==> src/rtl/nanconv_pkg.sv <==
package nanconv_pkg;
  localparam int unsigned SGL_EXP  = 8;
  localparam int unsigned SGL_FRAC = 23;
  localparam int unsigned DBL_EXP  = 11;
  localparam int unsigned DBL_FRAC = 52;
  localparam int unsigned SGL_W    = 1 + SGL_EXP + SGL_FRAC;
  localparam int unsigned DBL_W    = 1 + DBL_EXP + DBL_FRAC;
  // Canonical payload width: wide enough for the widest fraction.
  localparam int unsigned CANON_W  = (DBL_FRAC > SGL_FRAC) ? DBL_FRAC : SGL_FRAC;

  typedef struct packed {
    logic               sign;
    logic [CANON_W-1:0] payload;
  } canon_nan_t;
endpackage

==> src/rtl/nanconv_rst_sync.sv <==
module nanconv_rst_sync #(
  parameter int unsigned STAGES = 2
) (
  input  logic clk,
  input  logic rst_n,
  output logic rst_q_n
);
  logic [STAGES-1:0] chain_q;
  logic [STAGES-1:0] chain_d;

  always_comb begin
    chain_d = {chain_q[STAGES-2:0], 1'b1};
  end

  always_ff @(posedge clk or negedge rst_n) begin
    if (!rst_n) chain_q <= '0;
    else        chain_q <= chain_d;
  end

  assign rst_q_n = chain_q[STAGES-1];
endmodule

==> src/rtl/nanconv_classify.sv <==
module nanconv_classify #(
  parameter int unsigned EXP_W  = 8,
  parameter int unsigned FRAC_W = 23,
  localparam int unsigned WORD_W = 1 + EXP_W + FRAC_W
) (
  input  logic [WORD_W-1:0] word,
  input  logic              snan_pol,
  output logic              is_nan,
  output logic              is_snan
);
  logic [EXP_W-1:0]  exp_f;
  logic [FRAC_W-1:0] frac_f;

  always_comb begin
    exp_f   = word[WORD_W-2 -: EXP_W];
    frac_f  = word[FRAC_W-1:0];
    is_nan  = (&exp_f) && (|frac_f);
    // Signaling when the quiet-bit position carries the polarity value.
    is_snan = is_nan && (frac_f[FRAC_W-1] == snan_pol);
  end
endmodule

==> src/rtl/nanconv_to_canon.sv <==
module nanconv_to_canon
  import nanconv_pkg::*;
#(
  parameter int unsigned FRAC_W = 23
) (
  input  logic              sign,
  input  logic [FRAC_W-1:0] frac,
  output canon_nan_t        canon
);
  localparam int unsigned PAD_W = CANON_W - FRAC_W;

  assign canon.sign = sign;

  generate
    if (PAD_W == 0) begin : g_flush
      assign canon.payload = frac;
    end else begin : g_pad
      assign canon.payload = {frac, {PAD_W{1'b0}}};
    end
  endgenerate
endmodule

==> src/rtl/nanconv_from_canon.sv <==
module nanconv_from_canon #(
  parameter int unsigned EXP_W  = 8,
  parameter int unsigned FRAC_W = 23,
  localparam int unsigned WORD_W = 1 + EXP_W + FRAC_W
) (
  input  logic              sign,
  input  logic [FRAC_W-1:0] mant,
  input  logic              snan_pol,
  input  logic              dflt_mode,
  output logic [WORD_W-1:0] word
);
  logic [FRAC_W-1:0] dflt_frac;
  logic              use_dflt;

  always_comb begin
    dflt_frac = snan_pol ? {1'b0, {(FRAC_W-1){1'b1}}}
                         : {1'b1, {(FRAC_W-1){1'b0}}};
    use_dflt  = dflt_mode || (mant == '0);
    if (use_dflt) word = {1'b0, {EXP_W{1'b1}}, dflt_frac};
    else          word = {sign, {EXP_W{1'b1}}, mant};
  end
endmodule

==> src/rtl/nan_prec_conv.sv <==
module nan_prec_conv
  import nanconv_pkg::*;
(
  input  logic        clk,
  input  logic        rst_n,
  input  logic        in_valid,
  input  logic [63:0] in_word,
  input  logic        narrow,
  input  logic        snan_pol,
  input  logic        dflt_mode,
  output logic        out_valid,
  output logic [63:0] out_word,
  output logic        invalid,
  output logic        not_nan
);
  localparam int unsigned HI_PAD = DBL_W - SGL_W;

  logic rst_q_n;

  nanconv_rst_sync #(.STAGES(2)) u_rst (
    .clk     (clk),
    .rst_n   (rst_n),
    .rst_q_n (rst_q_n)
  );

  // Source views
  logic [SGL_W-1:0] src_s;
  logic [DBL_W-1:0] src_d;
  assign src_s = in_word[SGL_W-1:0];
  assign src_d = in_word;

  logic nan_s, snan_s, nan_d, snan_d;

  nanconv_classify #(.EXP_W(SGL_EXP), .FRAC_W(SGL_FRAC)) u_cls_s (
    .word (src_s), .snan_pol (snan_pol), .is_nan (nan_s), .is_snan (snan_s)
  );
  nanconv_classify #(.EXP_W(DBL_EXP), .FRAC_W(DBL_FRAC)) u_cls_d (
    .word (src_d), .snan_pol (snan_pol), .is_nan (nan_d), .is_snan (snan_d)
  );

  canon_nan_t canon_s, canon_d, canon_sel;

  nanconv_to_canon #(.FRAC_W(SGL_FRAC)) u_tc_s (
    .sign (src_s[SGL_W-1]), .frac (src_s[SGL_FRAC-1:0]), .canon (canon_s)
  );
  nanconv_to_canon #(.FRAC_W(DBL_FRAC)) u_tc_d (
    .sign (src_d[DBL_W-1]), .frac (src_d[DBL_FRAC-1:0]), .canon (canon_d)
  );

  logic src_nan, src_snan;

  always_comb begin
    canon_sel = narrow ? canon_d : canon_s;
    src_nan   = narrow ? nan_d   : nan_s;
    src_snan  = narrow ? snan_d  : snan_s;
  end

  logic [SGL_W-1:0] res_s;
  logic [DBL_W-1:0] res_d;

  nanconv_from_canon #(.EXP_W(SGL_EXP), .FRAC_W(SGL_FRAC)) u_fc_s (
    .sign      (canon_sel.sign),
    .mant      (canon_sel.payload[CANON_W-1 -: SGL_FRAC]),
    .snan_pol  (snan_pol),
    .dflt_mode (dflt_mode),
    .word      (res_s)
  );
  nanconv_from_canon #(.EXP_W(DBL_EXP), .FRAC_W(DBL_FRAC)) u_fc_d (
    .sign      (canon_sel.sign),
    .mant      (canon_sel.payload[CANON_W-1 -: DBL_FRAC]),
    .snan_pol  (snan_pol),
    .dflt_mode (dflt_mode),
    .word      (res_d)
  );

  // Next-state
  logic        valid_d, inv_d, nn_d;
  logic [63:0] word_d;

  always_comb begin
    valid_d = in_valid;
    word_d  = out_word;
    inv_d   = invalid;
    nn_d    = not_nan;
    if (in_valid) begin
      if (src_nan) word_d = narrow ? {{HI_PAD{1'b0}}, res_s} : res_d;
      else         word_d = in_word;
      inv_d = src_snan;
      nn_d  = !src_nan;
    end
  end

  // Registers
  always_ff @(posedge clk or negedge rst_q_n) begin
    if (!rst_q_n) begin
      out_valid <= 1'b0;
      out_word  <= '0;
      invalid   <= 1'b0;
      not_nan   <= 1'b0;
    end else begin
      out_valid <= valid_d;
      out_word  <= word_d;
      invalid   <= inv_d;
      not_nan   <= nn_d;
    end
  end
endmodule

==> config.mk <==
export PLATFORM = sky130hd
export DESIGN_NAME = nan_prec_conv
export DESIGN_NICKNAME = d
export VERILOG_FILES = /design/src/rtl/nanconv_pkg.sv /design/src/rtl/nanconv_rst_sync.sv /design/src/rtl/nanconv_classify.sv /design/src/rtl/nanconv_to_canon.sv /design/src/rtl/nanconv_from_canon.sv /design/src/rtl/nan_prec_conv.sv
export SDC_FILE = /design/constraint.sdc
export NUM_CORES = 1
export LEC_CHECK = 0
export ABC_AREA = 1
export BUFFER_PORTS_ARGS = -buffer_cell sky130_fd_sc_hd__buf_2
export CAP_MARGIN = 20
export CORE_MARGIN = 2
export CORE_UTILIZATION = 51
export CTS_CLUSTER_DIAMETER = 100
export DETAILED_ROUTE_END_ITERATION = 10
export PLACE_DENSITY = 0.82
export SLEW_MARGIN = 5
export SYNTH_ARGS = -nofsm -noshare
export SYNTH_HDL_FRONTEND = slang
export SYNTH_SLANG_ARGS = --single-unit
==> constraint.sdc <==
create_clock -name clk -period 6.47 [get_ports clk]
set_input_delay 0.9705 -clock clk [delete_from_list [all_inputs] [get_ports clk]]
set_output_delay 0.9705 -clock clk [all_outputs]
set_load 0.02 [all_outputs]
# Yosys cells after proc, flatten, opt, wreduce, memory -nomap -nowiden
# Index checks and enable logic that the tools add are counted.
word_totals:
  wordCells: 29
  input_bits: 70
  ff_bits: 69
op_classes:
  n_eq_ne: 2
  n_reduce_logical: 13
  muxes: 9
op_table:
  columns: ["op", "count"]
  rows:
  - ["$mux W64", 3]
  - ["$mux W53", 1]
  - ["$logic_not A52 Y1", 1]
  - ["$mux W52", 1]
  - ["$reduce_or A52 Y1", 1]
  - ["$mux W32", 1]
  - ["$logic_not A23 Y1", 1]
  - ["$mux W23", 1]
  - ["$reduce_or A23 Y1", 1]
  - ["$reduce_and A11 Y1", 1]
  - ["$reduce_and A8 Y1", 1]
  - ["$logic_and A1 B1 Y1", 4]
  - ["$eq A1 B1 Y1", 2]
  - ["$logic_or A1 B1 Y1", 2]
  - ["$mux W1", 2]
  - ["$logic_not A1 Y1", 1]

# Depth between registers and ports, before layout
# Gate-level depths: netlist (run 1).
logic_depth:
  word_depth: 6
  depth_mapped: 16
  ltp_nobuf: 14

# By module
# From an unflattened synthesis (run 1), not the netlist that was laid out.
unflattened:
  cells_unflattened: 1306
  area_unflattened_um2: 7270.7
modules_own_cells:
  columns: ["mod", "instances", "seq_area_each_um2", "cells_per_inst", "area_each_um2"]
  rows:
  - ["nan_prec_conv", 1, 1676.6, 832, 4757.1]
  - ["nanconv_from_canon (u_fc_d)", 1, 0.0, 187, 874.6]
  - ["nanconv_from_canon (u_fc_s)", 1, 0.0, 90, 426.7]
  - ["nanconv_to_canon (u_tc_s)", 1, 0.0, 54, 401.6]
  - ["nanconv_to_canon (u_tc_d)", 1, 0.0, 53, 397.9]
  - ["nanconv_classify (u_cls_d)", 1, 0.0, 58, 236.5]
  - ["nanconv_classify (u_cls_s)", 1, 0.0, 29, 122.6]
  - ["nanconv_rst_sync", 1, 50.0, 3, 53.8]

# Worst setup path before layout (run 1)
# Ideal clock, no wire load.
synth_timing:
  path_type: "input -> register"
  startpoint: "in in_word[27]"
  endpoint: "reg out_word[23]"
  required_ps: 6348
  setup_time_ps: 122
  arrival_time_ps: 2273
  path_buffers: 2
  stages: 10
  setup_slack_ps: 4075
  path_cell_list: "nor2_1 > nand2_1 > nor3_1 > nand4_1 > o21ai_1 > nand2_1 > buf_4 > buf_2 > o21ai_0 > o21ai_1"
synth_via:
  elab_chain_cells: 6
  elab_cells_between_ends: 11
  cone_classes: "mux (5); reduce/logical (6)"
synth_lines:
  columns: ["item", "line_no", "text"]
  rows:
  - ["start, declared", "nan_prec_conv.sv:7", "input logic [63:0] in_word,"]
  - ["$mux W53", "nan_prec_conv.sv:53", "canon_sel = narrow ? canon_d : canon_s;"]
  - ["$logic_not A52 Y1", "nanconv_from_canon.sv:18", "use_dflt = dflt_mode || (mant == '0);"]
  - ["$logic_or A1 B1 Y1", "nanconv_from_canon.sv:18", null]
  - ["$mux W64", "nanconv_from_canon.sv:19", "if (use_dflt) word = {1'b0, {EXP_W{1'b1}}, dflt_frac};"]
  - ["$mux W64", "nan_prec_conv.sv:86", "if (src_nan) word_d = narrow ? {{HI_PAD{1'b0}}, res_s} : res_d;"]
  - ["$mux W64 (*)", "nan_prec_conv.sv:86", null]
  - ["end signal, assigned", "nan_prec_conv.sv:102", "out_word <= word_d;"]
  - ["end, declared", "nan_prec_conv.sv:12", "output logic [63:0] out_word,"]
# Every way passes the cells marked *; elsewhere a longest branch is shown, timed or not.
# A chain may end at the register's enable or synchronous reset.

# Worst setup path in the final report (run 1)
layout_timing:
  startpoint: "in narrow"
  endpoint: "reg out_word[44]"
layout_via:
  elab_chain_cells: 6
  elab_cells_between_ends: 7
  cone_classes: "mux (5); reduce/logical (2)"
layout_lines:
  columns: ["item", "line_no", "text"]
  rows:
  - ["start, declared", "nan_prec_conv.sv:8", "input logic narrow,"]
  - ["$mux W53", "nan_prec_conv.sv:53", null]
  - ["$logic_not A52 Y1", "nanconv_from_canon.sv:18", null]
  - ["$logic_or A1 B1 Y1", "nanconv_from_canon.sv:18", null]
  - ["$mux W64", "nanconv_from_canon.sv:19", null]
  - ["$mux W64", "nan_prec_conv.sv:86", null]
  - ["$mux W64 (*)", "nan_prec_conv.sv:86", null]
# Marks and branches as above.

==> reports/summary.txt, run 1 <==
RR Startpoint -> u_rst.chain_q[1]
vias post-DR -> 4689
unique cell type count in the Yosys netlist -> 27
clock slew seen by the registers of the worst setup and hold paths -> 0.08 ns
Final setup viols -> 0
grt ovf -> 0
DR iter-0 viols -> 285
CTS root buf -> clkbuf_8
fmax -> 0.268 GHz
Routed WL per cell -> 15.1 microns
Total GRT Usage -> 29.6%
met3 Use GR -> 5.83%
met1 usage -> 38.3%
Synth Instances -> 646
CP Launch Type -> primary input
die width -> 94.6 microns
first-pass GRT wire length -> 20500 microns
Post-Place Cells -> 854
Setup Skew -> 0.00943 ns
VDD IR max -> 97.1 uV
antenna viol nets, final -> 0
clock share of power -> 31.4%
global routing's busiest layer -> met2
DRC -> 0
initial cell density of the core -> 51.8%
Power Density -> 214 nW/um^2
Reg area -> 1730 sq um
Resize count post-CTS -> 0
Nets -> 831
worst-case reg-to-reg path depth -> 1
CTS max path bufs -> 2
area of the multi-input gates -> 2110 sq um
Post-Layout Cell Count -> 871
Sw Share -> 35.0%
post-synthesis register bit count -> 69
WP data arrival -> 4.03 ns
Final TNS setup -> 0 ns
kind of critical path -> in2reg
Clk Latency, worst-skew pair -> 0.37 ns
reg2reg setup slack -> 5.18 ns
P_sw -> 377 uW
fill count -> 796
GP Congestion -> 0.886
Final Hold Fails -> 0
n_diodes -> 0
number of buffers created by CTS -> 9
Slew Viols, Final -> 0
final WL -> 13100 microns
HPWL reported at the end of detailed placement -> 9400 microns
Vias/cell -> 5.38
Max-Cap Viols -> 0
RSZ-0062 raised after global routing -> no
DRT Pass-1 Iters -> 5
die area -> 8960 sq um
Core Footprint -> 8090 sq um
largest net degree at the start of global routing -> 58
fin crit share -> 57.8%
vias in the first global route -> 4427
syn_area_per_cell -> 6.49 sq um
min Tclk post-route -> 3.74 ns
Site Rows -> 33
fraction of layout cells with a size suffix above 1 -> 21.8%
max_slew headroom -> 31.9%
Tot Pwr -> 1.08 mW
Hold Buf Count CTS -> 0
worst-path fanout max -> 34
number of H-tree levels -> 3
Sequential Power Share -> 45.7%
synth warn -> 0
Core Util, Final -> 62.4%
Syn Std Cell Area -> 4190 sq um
worst min-delay path category -> reg2async
antenna violations before repair -> 1
worst slew pin tran -> 1.02 ns
internal power -> 700 uW
Critical R2R Capture -> out_word[32]
synthesized net count -> 716
# IOs -> 137
Synth-to-Final Area Change -> 20.5%
routing usage on met2 -> 49.2%
Crit. End Element -> flop
Static Leak -> 2.87 nW
Seq/Total Area, Yosys -> 41.2%
TritonCTS clock tree -> built
Die Y -> 94.6 microns
outcome -> finished, final reports clean
clk sink count -> 69
Req. time, crit path -> 6.77 ns
Post-CTS Setup Bufs -> 0
combinational share of power -> 22.9%
input/output buffers -> 136
[logic make-up after synthesis]
group,Yosys count,share of synthesized area (%)
simple gates,423,41.4
buf+inv,86,8.51
flops,69,41.2
compound gates,65,8.42
xor+xnor,2,0.418
other cells,1,0.0895
[synth_stat cells]
library cell / count / share of area (%)
o211ai_1: 5 / 0.90
nand2_2: 2 / 0.30
o21bai_1: 3 / 0.54
o21ai_1: 7 / 0.84
o22a_1: 1 / 0.21
buf_2: 12 / 1.4
nand3_1: 66 / 7.9
inv_2: 3 / 0.27
nand4_1: 11 / 1.6
buf_4: 1 / 0.18
conb_1: 1 / 0.089
inv_1: 47 / 4.2
o21ai_0: 47 / 5.6
xor2_1: 2 / 0.42
clkbuf_1: 19 / 1.7
nor2_2: 1 / 0.15
nand2_1: 263 / 24
and2_1: 1 / 0.15
nand3_2: 2 / 0.48
buf_6: 2 / 0.54
buf_1: 2 / 0.18
nor2_1: 72 / 6.4
nor3_1: 4 / 0.48
o21ai_2: 1 / 0.21
a21oi_1: 1 / 0.12
dfrtp_1: 69 / 41
nor2_4: 1 / 0.27
[how the worst max path moves through the flow]
stage	cells after the start	start	slack (ns)	to
floorplan	10	in_word[27]	4.08	out_word[23]
global placement	10	narrow	2.47	out_word[50]
detailed placement	10	narrow	2.41	out_word[44]
CTS	10	narrow	2.79	out_word[44]
global route	10	narrow	2.54	out_word[50]
finish	10	narrow	2.73	out_word[44]
[critical path: stages]
cell,delay [ns]
buf_2,0.29
inv_2,0.38
nand3_1,0.13
nor3_1,0.23
nand2_1,0.40
inv_1,0.91
nand4_1,0.28
nand2_2,0.24
nor2_1,0.08
nor2_1,0.11
[routing by layer]
layer  routed length (microns)  up-vias
li1                          -     2257
met4                       274        2
met2                      6100      235
met3                      1100       27
met5                        13        -
met1                      5620     2168
[cells in the final DEF (no fill, tap or decap), drive strengths merged, types with 10 or more instances in the layout]
cell type	instances
nand2	265
buf	140
nor2	74
dfrtp	69
nand3	68
o21ai	55
inv	51
nand4	11
clkbuf	10
[sequential cells by signal, indices dropped and copies added, names as in the netlist]
| signal | cells |
|---|---|
| out_word | 64 |
| u_rst.chain_q | 2 |
| not_nan | 1 |
| invalid | 1 |
| out_valid | 1 |
[final cells by class]
cell class	count	share of cell area (%)
inverters	50	3.72
clock buffers	10	2.73
multi-input cells	491	41.7
repair buffers	140	14.1
well taps	105	2.60
clock inverters	6	0.892
flip-flops and latches	69	34.2
[stage by stage]
stage | hold WS (ns) | cell area [sq um] | setup slack (ns)
2_1_floorplan | 0.331 | 4190 | 4.08
3_3_place_gp | 0.341 | 4860 | 2.47
3_5_place_dp | 0.340 | 4860 | 2.41
4_1_cts | 0.359 | 5040 | 2.79
5_1_grt | 0.372 | 5050 | 2.54
6_report | 0.350 | 5050 | 2.73
[power groups by stage]
stage               registers, mW  clock network, mW  logic, mW
finish                      0.493              0.339      0.246
global route                0.498              0.359      0.273
CTS                         0.493              0.339      0.246
detailed placement          0.501                  0      0.245
global placement            0.500                  0      0.241
floorplan                   0.549                  0     0.0986
Note: power is estimated with default switching activity, not from simulation.
==> run 2, diff against run 1 <==
- clock period: 6.47 -> 3.8 ns (I/O delays scaled with it)
==> run 2 against run 1 <==
- power rose by 77%
- combinational power increased by 74%
- die area is the same
- clock power is 90% higher
- clock skew decreased by 0.00058 ns
- global-route usage up 1.3 points
- count of clock-buffer cells in the layout did not move
- largest cell class unchanged
- sequential cell count is the same
- critical path type unchanged
- cell count increased by 1.0%
==> reports/summary.txt, run 2 (synthesis results as in run 1) <==
# IOs -> 137 (unchanged)
Crit. End Element -> flop
Critical R2R Capture -> out_word[5]
fin crit share -> 70.1%
fraction of layout cells with a size suffix above 1 -> 22.6% (+0.78 points)
CP max-delay cell -> nand2_1
Final TNS setup -> 0 ns (unchanged)
Die Y -> 94.6 microns (unchanged)
fmax -> 0.375 GHz
CTS root buf -> clkbuf_8
fill count -> 806 (+1.3%)
sequence of cells on the critical path -> buf_2, inv_2, nand2_1, nand2_1, nor2_1, nand2_1, nor2_1, nand3_2, nand2_2, nand2_1, nand3_1, nand2_1, nor2_1, nor2_1
Clk Latency, worst-skew pair -> 0.34 ns (-0.03 ns)
die width -> 94.6 microns (unchanged)
Tot Pwr -> 1.91 mW (+77%)
Resize count post-CTS -> 0 (unchanged)
number of buffers created by CTS -> 9 (unchanged)
worst stage delay on the critical path -> 0.35 ns (-0.56 ns)
max_slew headroom -> 49.9% (+18 points)
clk sink count -> 69 (unchanged)
vias in the first global route -> 4347 (-1.8%)
Largest regs -> out_word (64), u_rst.chain_q (2)
Final setup viols -> 0 (unchanged)
Static Leak -> 2.92 nW (+1.9%)
DR iter-0 viols -> 433 (+52%)
reg2reg setup slack -> 2.50 ns (-2.68 ns)
max reg flops -> 64 (unchanged)
Vias/cell -> 5.38 (-0.14%)
CTS max path bufs -> 2 (unchanged)
Cell Area, Placed -> 4920 sq um (+1.4%)
outcome -> finished, final reports clean
kind of critical path -> in2reg
Site Rows -> 33 (unchanged)
TritonCTS clock tree -> built
RR Startpoint -> u_rst.chain_q[1]
n_diodes -> 0 (unchanged)
die area -> 8960 sq um (unchanged)
Nets -> 840 (+1.1%)
CP Launch Type -> primary input
worst-case reg-to-reg path depth -> 1 (unchanged)
Total GRT Usage -> 30.9% (+1.3 points)
Slew Viols, Final -> 0 (unchanged)
final instance area -> 5140 sq um (+1.9%)
Routed WL per cell -> 15.3 microns (+1.6%)
Power Density -> 371 nW/um^2 (+74%)
grt ovf -> 0 (unchanged)
Synth-to-Final Area Change -> 22.7%
largest net degree at the start of global routing -> 58 (unchanged)
Setup Skew -> 0.00885 ns (-0.000579 ns)
HPWL reported at the end of detailed placement -> 9900 microns (+5.3%)
Top delay family on crit path -> simple AND/OR/NAND/NOR gates
Max-Cap Viols -> 0 (unchanged)
initial cell density of the core -> 51.8% (unchanged)
number of H-tree levels -> 3 (unchanged)
worst-path fanout max -> 23 (-32%)
antenna viol nets, final -> 0 (unchanged)
Req. time, crit path -> 4.04 ns (-2.73 ns)
min Tclk post-route -> 2.66 ns
Core Footprint -> 8090 sq um (unchanged)
Final WS setup -> 1.14 ns (-1.60 ns)
worst slew pin tran -> 0.751 ns (-0.269 ns)
antenna violations before repair -> 0 (-1)
most used cell, CP -> nand2_1
WP data arrival -> 2.90 ns (-1.13 ns)
pre-CTS setup slack -> 0.837 ns (-1.57 ns)
RSZ-0062 raised after global routing -> no
commonest non-fill, non-tap cell in the layout -> nand2_1
GP Congestion -> 0.944 (+6.5%)
clock slew seen by the registers of the worst setup and hold paths -> 0.08 ns (about the same)
WP buf/inv -> 2 (-1)
DRT Pass-1 Iters -> 6 (+1)
most frequent cells in the layout -> nand2_1, buf_2, nor2_1, dfrtp_1, nand3_1
first-pass GRT wire length -> 21300 microns (+3.9%)
final WL -> 13500 microns (+2.7%)
input/output buffers -> 136 (unchanged)
Final Hold Fails -> 0 (unchanged)
vias post-DR -> 4731 (+0.90%)
VDD IR max -> 213 uV (+120%)
worst min-delay path category -> reg2async
DRC -> 0 (unchanged)
Hold WS -> 0.337 ns (-0.0130 ns)
Top reg by flops -> out_word
==> run 2: changes by cell type in the layout (fill, tap and decap cells not counted) <==
cell and delta:
bufinv_16 +1, clkinv_2 -1, dlygate4sd3_1 +1, buf_4 +8
==> run 2: power by group <==
| part | internal (mW) | total [mW] | switching (mW) |
|---|---|---|---|
| Clock | 0.327 | 0.643 | 0.315 |
| Combinational | 0.140 | 0.428 | 0.288 |
| Sequential | 0.798 | 0.840 | 0.0421 |
| Total | 1.26 | 1.91 | 0.646 |
==> run 2: worst max-delay path by stage <==
stage | start | endpoint | cells past startpoint
finish | narrow | out_word[43] | 14
global route | narrow | out_word[7] | 14
CTS | narrow | out_word[43] | 14
detailed placement | narrow | out_word[43] | 14
global placement | narrow | out_word[43] | 14
floorplan | u_rst.chain_q[1] | invalid | 0
==> run 2: cell type report <==
cell class,count,area [sq um],share of cell area [%]
timing repair buffer,149,781,15.2
sequential,69,1730,33.6
tap,105,131,2.55
clock buffer,10,138,2.68
inverter,50,188,3.65
clock inverter,6,70.1,1.36
multi-input combinational,491,2110,41.0
==> run 2: routing by layer <==
layer / vias up / part of all wire, % / track usage, %
met5: - / 0 / 0
met4: 0 / 1.6 / 9.90
met3: 17 / 8.4 / 4.15
met2: 242 / 49 / 52.7
met1: 2194 / 41 / 40.8
li1: 2278 / - / -
==> run 2: stage by stage <==
| stage | util [%] | std cells |
|---|---|---|
| 2_1_floorplan | - | 646 |
| 3_3_place_gp | 60.9 | 863 |
| 3_5_place_dp | 60.9 | 863 |
| 4_1_cts | 63.5 | 880 |
| 5_1_grt | 63.5 | 880 |
| 6_report | 63.5 | 880 |
==> run 2: timing repair <==
| action | CTS | global route |
|---|---|---|
| hold buffers | 1 | 0 |
| endpoints found under the hold margin | 2 | 0 |
| buffers inserted | 0 | 0 |
| setup endpoints to repair | 0 | 0 |
==> run 3, diff against run 2 <==
- ABC_AREA: 1 -> 0
- CORE_UTILIZATION: 51 -> 50
- PLACE_DENSITY: 0.82 -> 0.83
- clock period: 3.8 -> 2.7 ns (I/O delays scaled with it)
==> run 3 against run 2 <==
- via count shrank 14%
- synthesized cell count is 36% lower
- worst setup slack lost 0.63 ns
==> reports/summary.txt, run 3 <==
Clk Latency, worst-skew pair -> 0.35 ns (about the same)
top post-synthesis cells by area -> dfrtp_1, nor2_1, o2bb2ai_1
vias in the first global route -> 3813 (-12%)
Seq/Total Area, Yosys -> 46.5% (+5.3 points)
top-area cell type share of the netlist area -> 46.5% (+5.3 points)
Max-Cap Viols -> 0 (unchanged)
worst slew pin tran -> 0.773 ns (+0.0212 ns)
count leader, synth -> dfrtp_1
fmax -> 0.456 GHz
met3 Use GR -> 5.78% (+1.6 points)
clk sink count -> 69 (unchanged)
Final setup viols -> 0 (unchanged)
DRC -> 0 (unchanged)
most frequent cells in the layout -> buf_2, dfrtp_1, nor2_1, nand2_1, a31oi_1
WP buf/inv -> 2 (unchanged)
number of H-tree levels -> 3 (unchanged)
worst stage delay on the critical path -> 0.45 ns (+0.10 ns)
RSZ-0062 raised after global routing -> no
n_diodes -> 0 (unchanged)
DRT Pass-1 Iters -> 5 (-1)
number of flops mapped to enable cells by yosys -> 0 (unchanged)
unique cell type count in the Yosys netlist -> 48 (+78%)
Crit path depth -> 8 (-6)
max_slew headroom -> 48.3% (-1.6 points)
# IOs -> 137 (unchanged)
HPWL reported at the end of detailed placement -> 8780 microns (-11%)
max reg flops -> 64 (unchanged)
Synth-to-Final Area Change -> 26.9%
Req. time, crit path -> 2.88 ns (-1.16 ns)
Final TNS setup -> 0 ns (unchanged)
Setup Skew -> 0.00487 ns (-0.00398 ns)
Crit. End Element -> flop
syn_area_per_cell -> 8.93 sq um (+38%)
Hold WS -> 0.327 ns (-0.00976 ns)
sequence of cells on the critical path -> buf_2, nor4_1, nand4_1, or2_2, o22ai_2, buf_4, o2bb2ai_1, a31oi_1
commonest non-fill, non-tap cell in the layout -> buf_2
met1 usage -> 38.7% (-2.0 points)
Static Leak -> 2.10 nW (-28%)
first-pass GRT wire length -> 19100 microns (-10%)
CP Launch Type -> primary input
TritonCTS clock tree -> built
fill count -> 622 (-23%)
input/output buffers -> 136 (unchanged)
kind of critical path -> in2reg
Main synth FF type -> dfrtp_1
CP max-delay cell -> nor4_1
die width -> 90.2 microns (-4.7%)
DR iter-0 viols -> 346 (-20%)
Nets -> 615 (-27%)
GP Congestion -> 0.929 (-1.6%)
Final Hold Fails -> 0 (unchanged)
Total GRT Usage -> 29.2% (-1.8 points)
clock slew seen by the registers of the worst setup and hold paths -> 0.08 ns (about the same)
outcome -> finished, final reports clean
synth cell count leaders -> dfrtp_1, nor2_1, nand2_1, a31oi_1, clkbuf_1
post-synthesis register bit count -> 69 (unchanged)
reg2reg setup slack -> 1.59 ns (-0.91 ns)
Core Footprint -> 7210 sq um (-11%)
Vias/cell -> 6.29 (+17%)
final WL -> 12100 microns (-9.9%)
worst min-delay path category -> reg2async
synthesized net count -> 486 (-32%)
Top delay family on crit path -> simple AND/OR/NAND/NOR gates
Syn Std Cell Area -> 3710 sq um (-11%)
worst-path fanout max -> 21 (-8.7%)
Top reg by flops -> out_word
worst-case reg-to-reg path depth -> 1 (unchanged)
Routed WL per cell -> 18.7 microns (+22%)
Power Density -> 564 nW/um^2 (+52%)
initial cell density of the core -> 51.5% (-0.30 points)
Synth Instances -> 416 (-36%)
Slew Viols, Final -> 0 (unchanged)
WP data arrival -> 2.38 ns (-0.52 ns)
min Tclk post-route -> 2.19 ns
antenna viol nets, final -> 0 (unchanged)
antenna violations before repair -> 0 (unchanged)
number of buffers created by CTS -> 9 (unchanged)
fraction of layout cells with a size suffix above 1 -> 33.8% (+11 points)
VDD IR max -> 249 uV (+17%)
leading area contributor after synthesis -> dfrtp_1
CTS root buf -> clkbuf_8
synth warn -> 0 (unchanged)
Die Y -> 90.2 microns (-4.7%)
vias post-DR -> 4082 (-14%)
fin crit share -> 81.3%
CTS max path bufs -> 2 (unchanged)
die area -> 8130 sq um (-9.2%)
grt ovf -> 0 (unchanged)
routing usage on met2 -> 46.1% (-6.5 points)
Largest regs -> out_word (64), u_rst.chain_q (2)
global routing's busiest layer -> met2
largest net degree at the start of global routing -> 79 (+36%)
Site Rows -> 31 (-6.1%)
asr flop ratio synth -> 100% (unchanged)
==> run 3: cell count changes after synthesis, sizes merged, moves of 22 or more <==
cell	delta
nand2	-219
nand3	-65
o21ai	-36
inv	-27
a31oi	+25
o2bb2ai	+22
==> run 3: where the power goes <==
group	switching (mW)	internal [mW]
Sequential	0.0642	1.12
Combinational	0.344	0.193
Clock	0.412	0.520
==> run 3: timing repair <==
item,CTS,global route
setup buffers,0,0
hold endpoints to repair,2,0
hold buffers,1,0
setup endpoints to repair,0,0
gates resized for setup,0,0
==> run 3: cell type report <==
class | count | area (sq um) | area share [%]
Inverter | 23 | 86.3 | 1.83
Clock inverter | 6 | 87.6 | 1.86
Sequential cell | 69 | 1730 | 36.7
Multi-Input combinational cell | 287 | 1730 | 36.7
Timing Repair Buffer | 155 | 828 | 17.6
Tap cell | 99 | 124 | 2.63
Clock buffer | 10 | 128 | 2.71
==> run 3: per-stage QoR <==
stage                     power, mW  cell area [sq um]  setup WS (ns)  utilization [%]  std cells
final                          2.66               4710          0.506             65.3        649
after global routing           2.76               4710          0.390             65.3        649
after CTS                      2.66               4710          0.544             65.3        649
after detailed placement       1.74               4490          0.171             62.2        632
after global placement         1.72               4490          0.257             62.2        632
after floorplan                1.50               3710          0.620                -        416
==> run 3: final timing paths <==
path	startpoint	to
max	in_word[16]	out_word[16]
min	u_rst.chain_q[1]	out_word[26]
max reg2reg	u_rst.chain_q[1]	out_word[45]
min reg2reg	u_rst.chain_q[1]	out_word[26]
max in group asynchronous	u_rst.chain_q[1]	out_word[45]
min in group clk	in_word[58]	out_word[58]
==> run 3: cells by family after synthesis <==
| logic type | count (synthesis) | share of synthesized area (%) |
|---|---|---|
| XOR/XNOR | 1 | 0.236 |
| buffers and inverters | 60 | 6.94 |
| other | 1 | 0.101 |
| AO/OA/AOI/OAI | 145 | 28.7 |
| flip-flops | 69 | 46.5 |
| AND/OR/NAND/NOR | 140 | 17.5 |
==> run 3: layer usage <==
layer	wire [microns]	part of all wire, %
met5	0	0
met4	367	3.0
met2	5680	47
met3	1200	9.9
met1	4880	40
